--- config.mk ---
export PLATFORM = sky130hd
export DESIGN_NAME = vec_addr_gen
export DESIGN_NICKNAME = d
export VERILOG_FILES = /design/src/rtl/vag_pkg.sv /design/src/rtl/vag_step_calc.sv /design/src/rtl/vag_elem_ctr.sv /design/src/rtl/vag_addr_path.sv /design/src/rtl/vec_addr_gen.sv
export SDC_FILE = /design/constraint.sdc
export NUM_CORES = 1
export LEC_CHECK = 0
export BUFFER_PORTS_ARGS = -buffer_cell sky130_fd_sc_hd__buf_2
export CORE_AREA = 2 2 131 133
export DETAILED_ROUTE_END_ITERATION = 7
export DIE_AREA = 0 0 133 135
export PLACE_DENSITY_LB_ADDON = 0.3
export SLEW_MARGIN = 20
export SYNTH_ARGS = -nofsm -noshare
export SYNTH_HDL_FRONTEND = slang
export SYNTH_SLANG_ARGS = --single-unit
--- constraint.sdc ---
create_clock -name clk -period 8 [get_ports clk]
set_clock_uncertainty 0.1 [all_clocks]
set_input_delay 1.6 -clock clk [delete_from_list [all_inputs] [get_ports clk]]
set_output_delay 1.6 -clock clk [all_outputs]
set_load 0.005 [all_outputs]
--- src/rtl/vag_pkg.sv ---
package vag_pkg;
   typedef enum logic [1:0] {
      AM_UNIT   = 2'b00,
      AM_STRIDE = 2'b01,
      AM_INDEX  = 2'b10,
      AM_SPARE  = 2'b11
   } amode_e;

   typedef enum logic [1:0] {
      EW_8  = 2'b00,
      EW_16 = 2'b01,
      EW_32 = 2'b10,
      EW_64 = 2'b11
   } ewidth_e;

   localparam int unsigned N_WIDTHS = 4;
endpackage

--- src/rtl/vag_step_calc.sv ---
module vag_step_calc
   import vag_pkg::*;
#(
   parameter int unsigned ADDR_W = 32
) (
   input  logic [ADDR_W-1:0] stride_i,
   input  logic [1:0]        width_i,
   input  logic [1:0]        mode_i,
   output logic [ADDR_W-1:0] step_o
);
   logic [ADDR_W-1:0] unit_tbl [N_WIDTHS];
   logic [ADDR_W-1:0] strd_tbl [N_WIDTHS];

   for (genvar g = 0; g < N_WIDTHS; g++) begin : g_width
      assign unit_tbl[g] = ADDR_W'(1) << g;
      assign strd_tbl[g] = stride_i << g;
   end

   always_comb begin
      unique case (amode_e'(mode_i))
         AM_STRIDE: step_o = strd_tbl[width_i];
         AM_INDEX:  step_o = '0;
         default:   step_o = unit_tbl[width_i];
      endcase
   end
endmodule

--- src/rtl/vag_elem_ctr.sv ---
module vag_elem_ctr #(
   parameter int unsigned MAX_VL = 64,
   parameter int unsigned VL_W   = $clog2(MAX_VL + 1)
) (
   input  logic            clk,
   input  logic            rst_n,
   input  logic            load_i,
   input  logic [VL_W-1:0] len_i,
   input  logic            adv_i,
   output logic            zero_o,
   output logic            last_o,
   output logic [VL_W-1:0] cnt_o
);
   localparam logic [VL_W-1:0] MAX_C = VL_W'(MAX_VL);

   logic [VL_W-1:0] len_c;
   logic [VL_W-1:0] cnt_q;
   logic [VL_W-1:0] len_q;

   assign len_c  = (len_i > MAX_C) ? MAX_C : len_i;
   assign zero_o = (len_c == '0);
   assign last_o = (cnt_q == len_q - VL_W'(1));
   assign cnt_o  = cnt_q;

   always_ff @(posedge clk or negedge rst_n) begin
      if (!rst_n) begin
         cnt_q <= '0;
         len_q <= '0;
      end else if (load_i) begin
         cnt_q <= '0;
         len_q <= len_c;
      end else if (adv_i) begin
         cnt_q <= cnt_q + VL_W'(1);
      end
   end
endmodule

--- src/rtl/vag_addr_path.sv ---
module vag_addr_path #(
   parameter int unsigned ADDR_W   = 32,
   parameter bit          INDEX_EN = 1'b1
) (
   input  logic              clk,
   input  logic              rst_n,
   input  logic              load_i,
   input  logic [ADDR_W-1:0] base_i,
   input  logic [ADDR_W-1:0] step_i,
   input  logic              adv_i,
   input  logic              indexed_i,
   input  logic [ADDR_W-1:0] idx_data_i,
   output logic [ADDR_W-1:0] addr_o
);
   logic [ADDR_W-1:0] base_q;
   logic [ADDR_W-1:0] acc_q;
   logic [ADDR_W-1:0] step_q;

   always_ff @(posedge clk or negedge rst_n) begin
      if (!rst_n) begin
         base_q <= '0;
         acc_q  <= '0;
         step_q <= '0;
      end else if (load_i) begin
         base_q <= base_i;
         acc_q  <= base_i;
         step_q <= step_i;
      end else if (adv_i) begin
         acc_q  <= acc_q + step_q;
      end
   end

   if (INDEX_EN) begin : g_gather
      assign addr_o = indexed_i ? (base_q + idx_data_i) : acc_q;
   end else begin : g_linear
      logic unused_idx;
      assign unused_idx = ^{indexed_i, idx_data_i, base_q};
      assign addr_o = acc_q;
   end
endmodule

--- src/rtl/vec_addr_gen.sv ---
module vec_addr_gen
   import vag_pkg::*;
#(
   parameter int unsigned ADDR_W   = 32,
   parameter int unsigned MAX_VL   = 64,
   parameter bit          INDEX_EN = 1'b1,
   localparam int unsigned VL_W    = $clog2(MAX_VL + 1),
   localparam int unsigned SEL_W   = (MAX_VL > 1) ? $clog2(MAX_VL) : 1
) (
   input  logic              clk,
   input  logic              rst_n,
   input  logic              req_valid,
   output logic              req_ready,
   input  logic [ADDR_W-1:0] req_base,
   input  logic [ADDR_W-1:0] req_stride,
   input  logic [1:0]        req_mode,
   input  logic [1:0]        req_width,
   input  logic [VL_W-1:0]   req_vl,
   output logic              out_valid,
   input  logic              out_ready,
   output logic [ADDR_W-1:0] out_addr,
   output logic              idx_rd_en,
   output logic [SEL_W-1:0]  idx_sel,
   input  logic [ADDR_W-1:0] idx_rd_data,
   output logic              done
);
   if (ADDR_W < 8) begin : g_bad_addr_w
      $error("vec_addr_gen: ADDR_W must be at least 8");
   end
   if (MAX_VL < 2) begin : g_bad_max_vl
      $error("vec_addr_gen: MAX_VL must be at least 2");
   end

   logic              busy_q;
   logic              done_q;
   amode_e            mode_q;
   logic [1:0]        width_q;
   logic              accept;
   logic              fire;
   logic              zero_w;
   logic              last_w;
   logic [VL_W-1:0]   cnt_w;
   logic [ADDR_W-1:0] step_w;

   assign req_ready = !busy_q;
   assign out_valid = busy_q;
   assign accept    = req_valid && !busy_q;
   assign fire      = busy_q && out_ready;
   assign done      = done_q;
   assign idx_sel   = cnt_w[SEL_W-1:0];
   assign idx_rd_en = busy_q && (mode_q == AM_INDEX);

   vag_step_calc #(.ADDR_W(ADDR_W)) u_step (
      .stride_i (req_stride),
      .width_i  (req_width),
      .mode_i   (req_mode),
      .step_o   (step_w)
   );

   vag_elem_ctr #(.MAX_VL(MAX_VL), .VL_W(VL_W)) u_ctr (
      .clk    (clk),
      .rst_n  (rst_n),
      .load_i (accept),
      .len_i  (req_vl),
      .adv_i  (fire),
      .zero_o (zero_w),
      .last_o (last_w),
      .cnt_o  (cnt_w)
   );

   vag_addr_path #(.ADDR_W(ADDR_W), .INDEX_EN(INDEX_EN)) u_path (
      .clk        (clk),
      .rst_n      (rst_n),
      .load_i     (accept),
      .base_i     (req_base),
      .step_i     (step_w),
      .adv_i      (fire),
      .indexed_i  (mode_q == AM_INDEX),
      .idx_data_i (idx_rd_data),
      .addr_o     (out_addr)
   );

   always_ff @(posedge clk or negedge rst_n) begin
      if (!rst_n) begin
         busy_q  <= 1'b0;
         done_q  <= 1'b0;
         mode_q  <= AM_UNIT;
         width_q <= 2'b00;
      end else begin
         done_q <= (accept && zero_w) || (fire && last_w);
         if (accept) begin
            busy_q  <= !zero_w;
            mode_q  <= amode_e'(req_mode);
            width_q <= req_width;
         end else if (fire && last_w) begin
            busy_q  <= 1'b0;
         end
      end
   end
endmodule

==> reports/metrics.yaml <==
synth:
  synth_top_family_by_area: "compound AO/OA/AOI/OAI gates"
  ys.flop_type: "dfrtp_1"
  synth-adder-area-share_pct: 9.72
  synthMuxAreaShare_pct: 8.87
  synth-edff-count: 0
  netlist_instances: 1006
  synth_nets: 1185
  post_synth_xor_area_fraction_pct: 6.10
  yosysUniqueCellTypes: 72
  synth_top_cells_by_area: "dfrtp_1 (32%), ha_1 (9.3%), nand2_1 (7.8%), mux4_2 (7.1%), a21oi_1 (4.2%)"
  synth_seq_cells: 114
  synth_top_area_share_pct: 32.0
  synth-simple-area-share_pct: 17.3
  ys_seq_area_share_pct: 32.0
  yosys.area.top_type: "dfrtp_1"
  synth-compound-area-share_pct: 22.4
  yosysWarnings: 0
  syn_avg_cell_area_um2: 8.85
  syn-cell-area_mm2: 0.00890
  synth-async-reset-ratio_pct: 100
detailed_routing:
  met1_length_mm: 10.9
  drc_errors: 0
  route.met2.wl_mm: 10.3
  drt-initial-drc-count: 641
  viasPerCell: 5.91
  drt-total-wl_mm: 22.9
  wl_met3_mm: 1.43
  via_count: 8048
  highest_layer: "met4"
  antenna_left: 0
  wire_per_inst_um: 16.8
  drt_pass1_iterations: 5
cts:
  cts_hold_buf: 0
  clk_latency_ps: 420
  cts_tree: "built"
  htreeDepth: 4
  cts_setup_buffers: 0
  root_buffer: "clkbuf_16"
  cts_resized: 0
  clkTransAtPathRegs_ps: 50
  cts-buffers-inserted: 17
  clock_path_buffers: 2
  cts_sinks: 114
finish:
  final_layout_size_suffix_gt1_share_pct: 21.7
  final_nets: 1308
  syn2layout_area_growth_pct: 17.2
  fin_util_pct: 63.6
  n_antenna_cell: 0
  fin_area_mm2: 0.0104
hold_path:
  hold_depth: 2
  whs_endpoint: "u_path.base_q[15]$_DFFE_PN0P_"
  hp-class: "flop to flop"
  min-delay-start: "u_path.base_q[15]$_DFFE_PN0P_"
setup_path:
  path_max_fanout: 5
  r2r_setup_slack_ps: 4860
  cp.arrival_ps: 4410
  rr_worst_depth: 11
  end_kind: "output pin"
  max_stage_delay_ps: 430
  cp_slowest_cell: "fa_1"
  cp.required_ps: 6300
  r2r-start: "u_path.step_q[0]$_DFFE_PN0P_"
  critPathLaunchType: "input port"
  path_cells: "buf_2 -> ha_1 -> fa_1 -> a21oi_2 -> o22ai_1 -> o211a_1 -> a31oi_4 -> o21ai_2 -> a32o_1 -> o31ai_2 -> xor2_1 -> o21ai_1 -> buf_2"
  crit_top_cell: "buf_2"
  worstSetupPathType: "input port to output pin"
  worst_r2r_endpoint: "u_path.acc_q[24]$_DFFE_PN0P_"
timing:
  period_share_pct: 76.3
  rsz0062_at_grt: "false"
  hold_viol_final: 0
  drv_slew: 0
  tns_ps: 0
  relSlewSlack_pct: 41.7
  clock.fmax_mhz: 164
  min_period_ps: 6110
  worst-slew-pin-transition_ps: 874
  fin_ws_ps: 1890
  setup_viol: 0
floorplan:
  start_util_pct: 54.3
  ios: 153
  die_y_um: 135
  rows: 47
  core_area_mm2: 0.0164
  die_width_um: 133
  die_area_mm2: 0.0180
global_route:
  grt.overflow.total: 0
  grt_max_degree: 71
  grt_pass1_wl_mm: 38.0
  grt_antenna_before_repair: 0
  grt_pass1_vias: 7674
  grt_usage_pct: 26.4
power:
  powerDensity_mw_per_mm2: 401
  p_int_mw: 2.42
  switching_power_mw: 1.78
  peakVddDrop_mv: 0.216
  p_leak_nw: 5.08
  pwr-share-clk_pct: 20.2
  p_comb_share_pct: 54.6
  p_seq_share_pct: 25.2
  sw_frac_of_total_pct: 42.4
placement:
  place_ws_ps: 1900
  portBuffers: 152
  gp_congestion: 0.924
  placed_cell_area_mm2: 0.00978
  hpwl_mm: 17.1
outcome:
  outcome: "complete, no violations"
run:
  drv_cap: 0
[stage by stage]
stage | hold slack, ps | power (mW) | std cells
after floorplan | 345 | 2.72 | 1006
after global placement | 364 | 3.26 | 1330
after detailed placement | 370 | 3.32 | 1330
after CTS | 384 | 4.19 | 1362
after global routing | 395 | 4.55 | 1362
final | 378 | 4.19 | 1362
[power groups by stage]
stage          logic, mW  registers, mW  clock network (mW)
2_1_floorplan       1.75          0.972                   0
3_3_place_gp        2.21           1.05                   0
3_5_place_dp        2.26           1.06                   0
4_1_cts             2.28           1.05               0.853
5_1_grt             2.58           1.09               0.884
6_report            2.29           1.06               0.845
[worst max path at each step]
stage | from | endpoint | slack (ps)
after floorplan | idx_rd_data[0] | out_addr[30] | 2480
after global routing | idx_rd_data[0] | out_addr[30] | 1770
after detailed placement | idx_rd_data[0] | out_addr[30] | 1900
after CTS | idx_rd_data[0] | out_addr[30] | 1890
final | idx_rd_data[0] | out_addr[30] | 1890
after global placement | idx_rd_data[0] | out_addr[30] | 1930
[cells in the mapped netlist (7+ instances only)]
cell type	instances
a21oi_1	74
nand2_1	186
nand3b_1	8
o31ai_1	7
and3_1	7
mux4_2	28
o22ai_1	9
o21ai_0	70
a21o_1	20
nor2_1	61
nor3_1	9
ha_1	66
xor2_1	28
inv_1	24
nor2b_1	10
a22o_1	30
mux2_2	7
nand2b_1	11
o21ai_1	7
clkbuf_1	42
xnor2_1	34
nand4_1	12
o21bai_1	11
dfrtp_1	114
nand3_1	22
mux2i_1	8
[kinds of logic after synthesis]
logic type | after synthesis
AO/OA/AOI/OAI | 294
XOR/XNOR | 62
adder cells (fa/ha/maj) | 68
buffers and inverters | 79
flip-flops | 114
multiplexers | 43
AND/OR/NAND/NOR | 346
[worst max-delay path: cells and delay by family]
family | cells | cell delay (ps)
buffers and inverters | 2 | 250
adder cells (fa/ha/maj) | 2 | 640
AO/OA/AOI/OAI | 8 | 1750
XOR/XNOR | 1 | 180
[state kept, by name, indices dropped and copies added (netlist names)]
register	count
u_path.base_q	32
out_valid	1
u_path.acc_q	32
u_ctr.cnt_o	7
mode_q	2
u_ctr.len_q	7
u_path.step_q	32
done	1
[cell type report]
class | count | area (um^2)
fillers | 1414 | 5970
multi-input cells | 813 | 5740
flip-flops and latches | 114 | 2850
repair buffers | 159 | 816
clock buffers | 22 | 484
well taps | 220 | 275
clock inverters | 10 | 178
inverters | 24 | 90.1
[placed cells by master, fill, tap and decap left out, drive strengths merged, types with 3 or more instances in the layout]
cell type,instances
nand2,186
buf,159
dfrtp,114
o21ai,81
a21oi,78
ha,66
nor2,61
xnor2,34
a22o,30
xor2,28
mux4,28
inv,24
nand3,22
clkbuf,22
a21o,20
nand4,12
o21bai,11
nand2b,11
nor2b,10
o22ai,9
nor3,9
o31ai,9
mux2i,8
nand3b,8
and3,7
mux2,7
a211oi,7
o21a,6
a31oi,6
nor3b,5
a22oi,5
bufinv,5
o211ai,4
a221oi,4
clkinv,4
nor4,3
and2,3
o221ai,3
a21boi,3
[routing by layer]
layer  vias up  global-route usage [%]
met5         -                       0
met4         0                    7.11
met3        28                    4.73
met2       264                    41.7
met1      3835                    37.7
li1       3921                       -
Power figures use the tool's default switching activity.
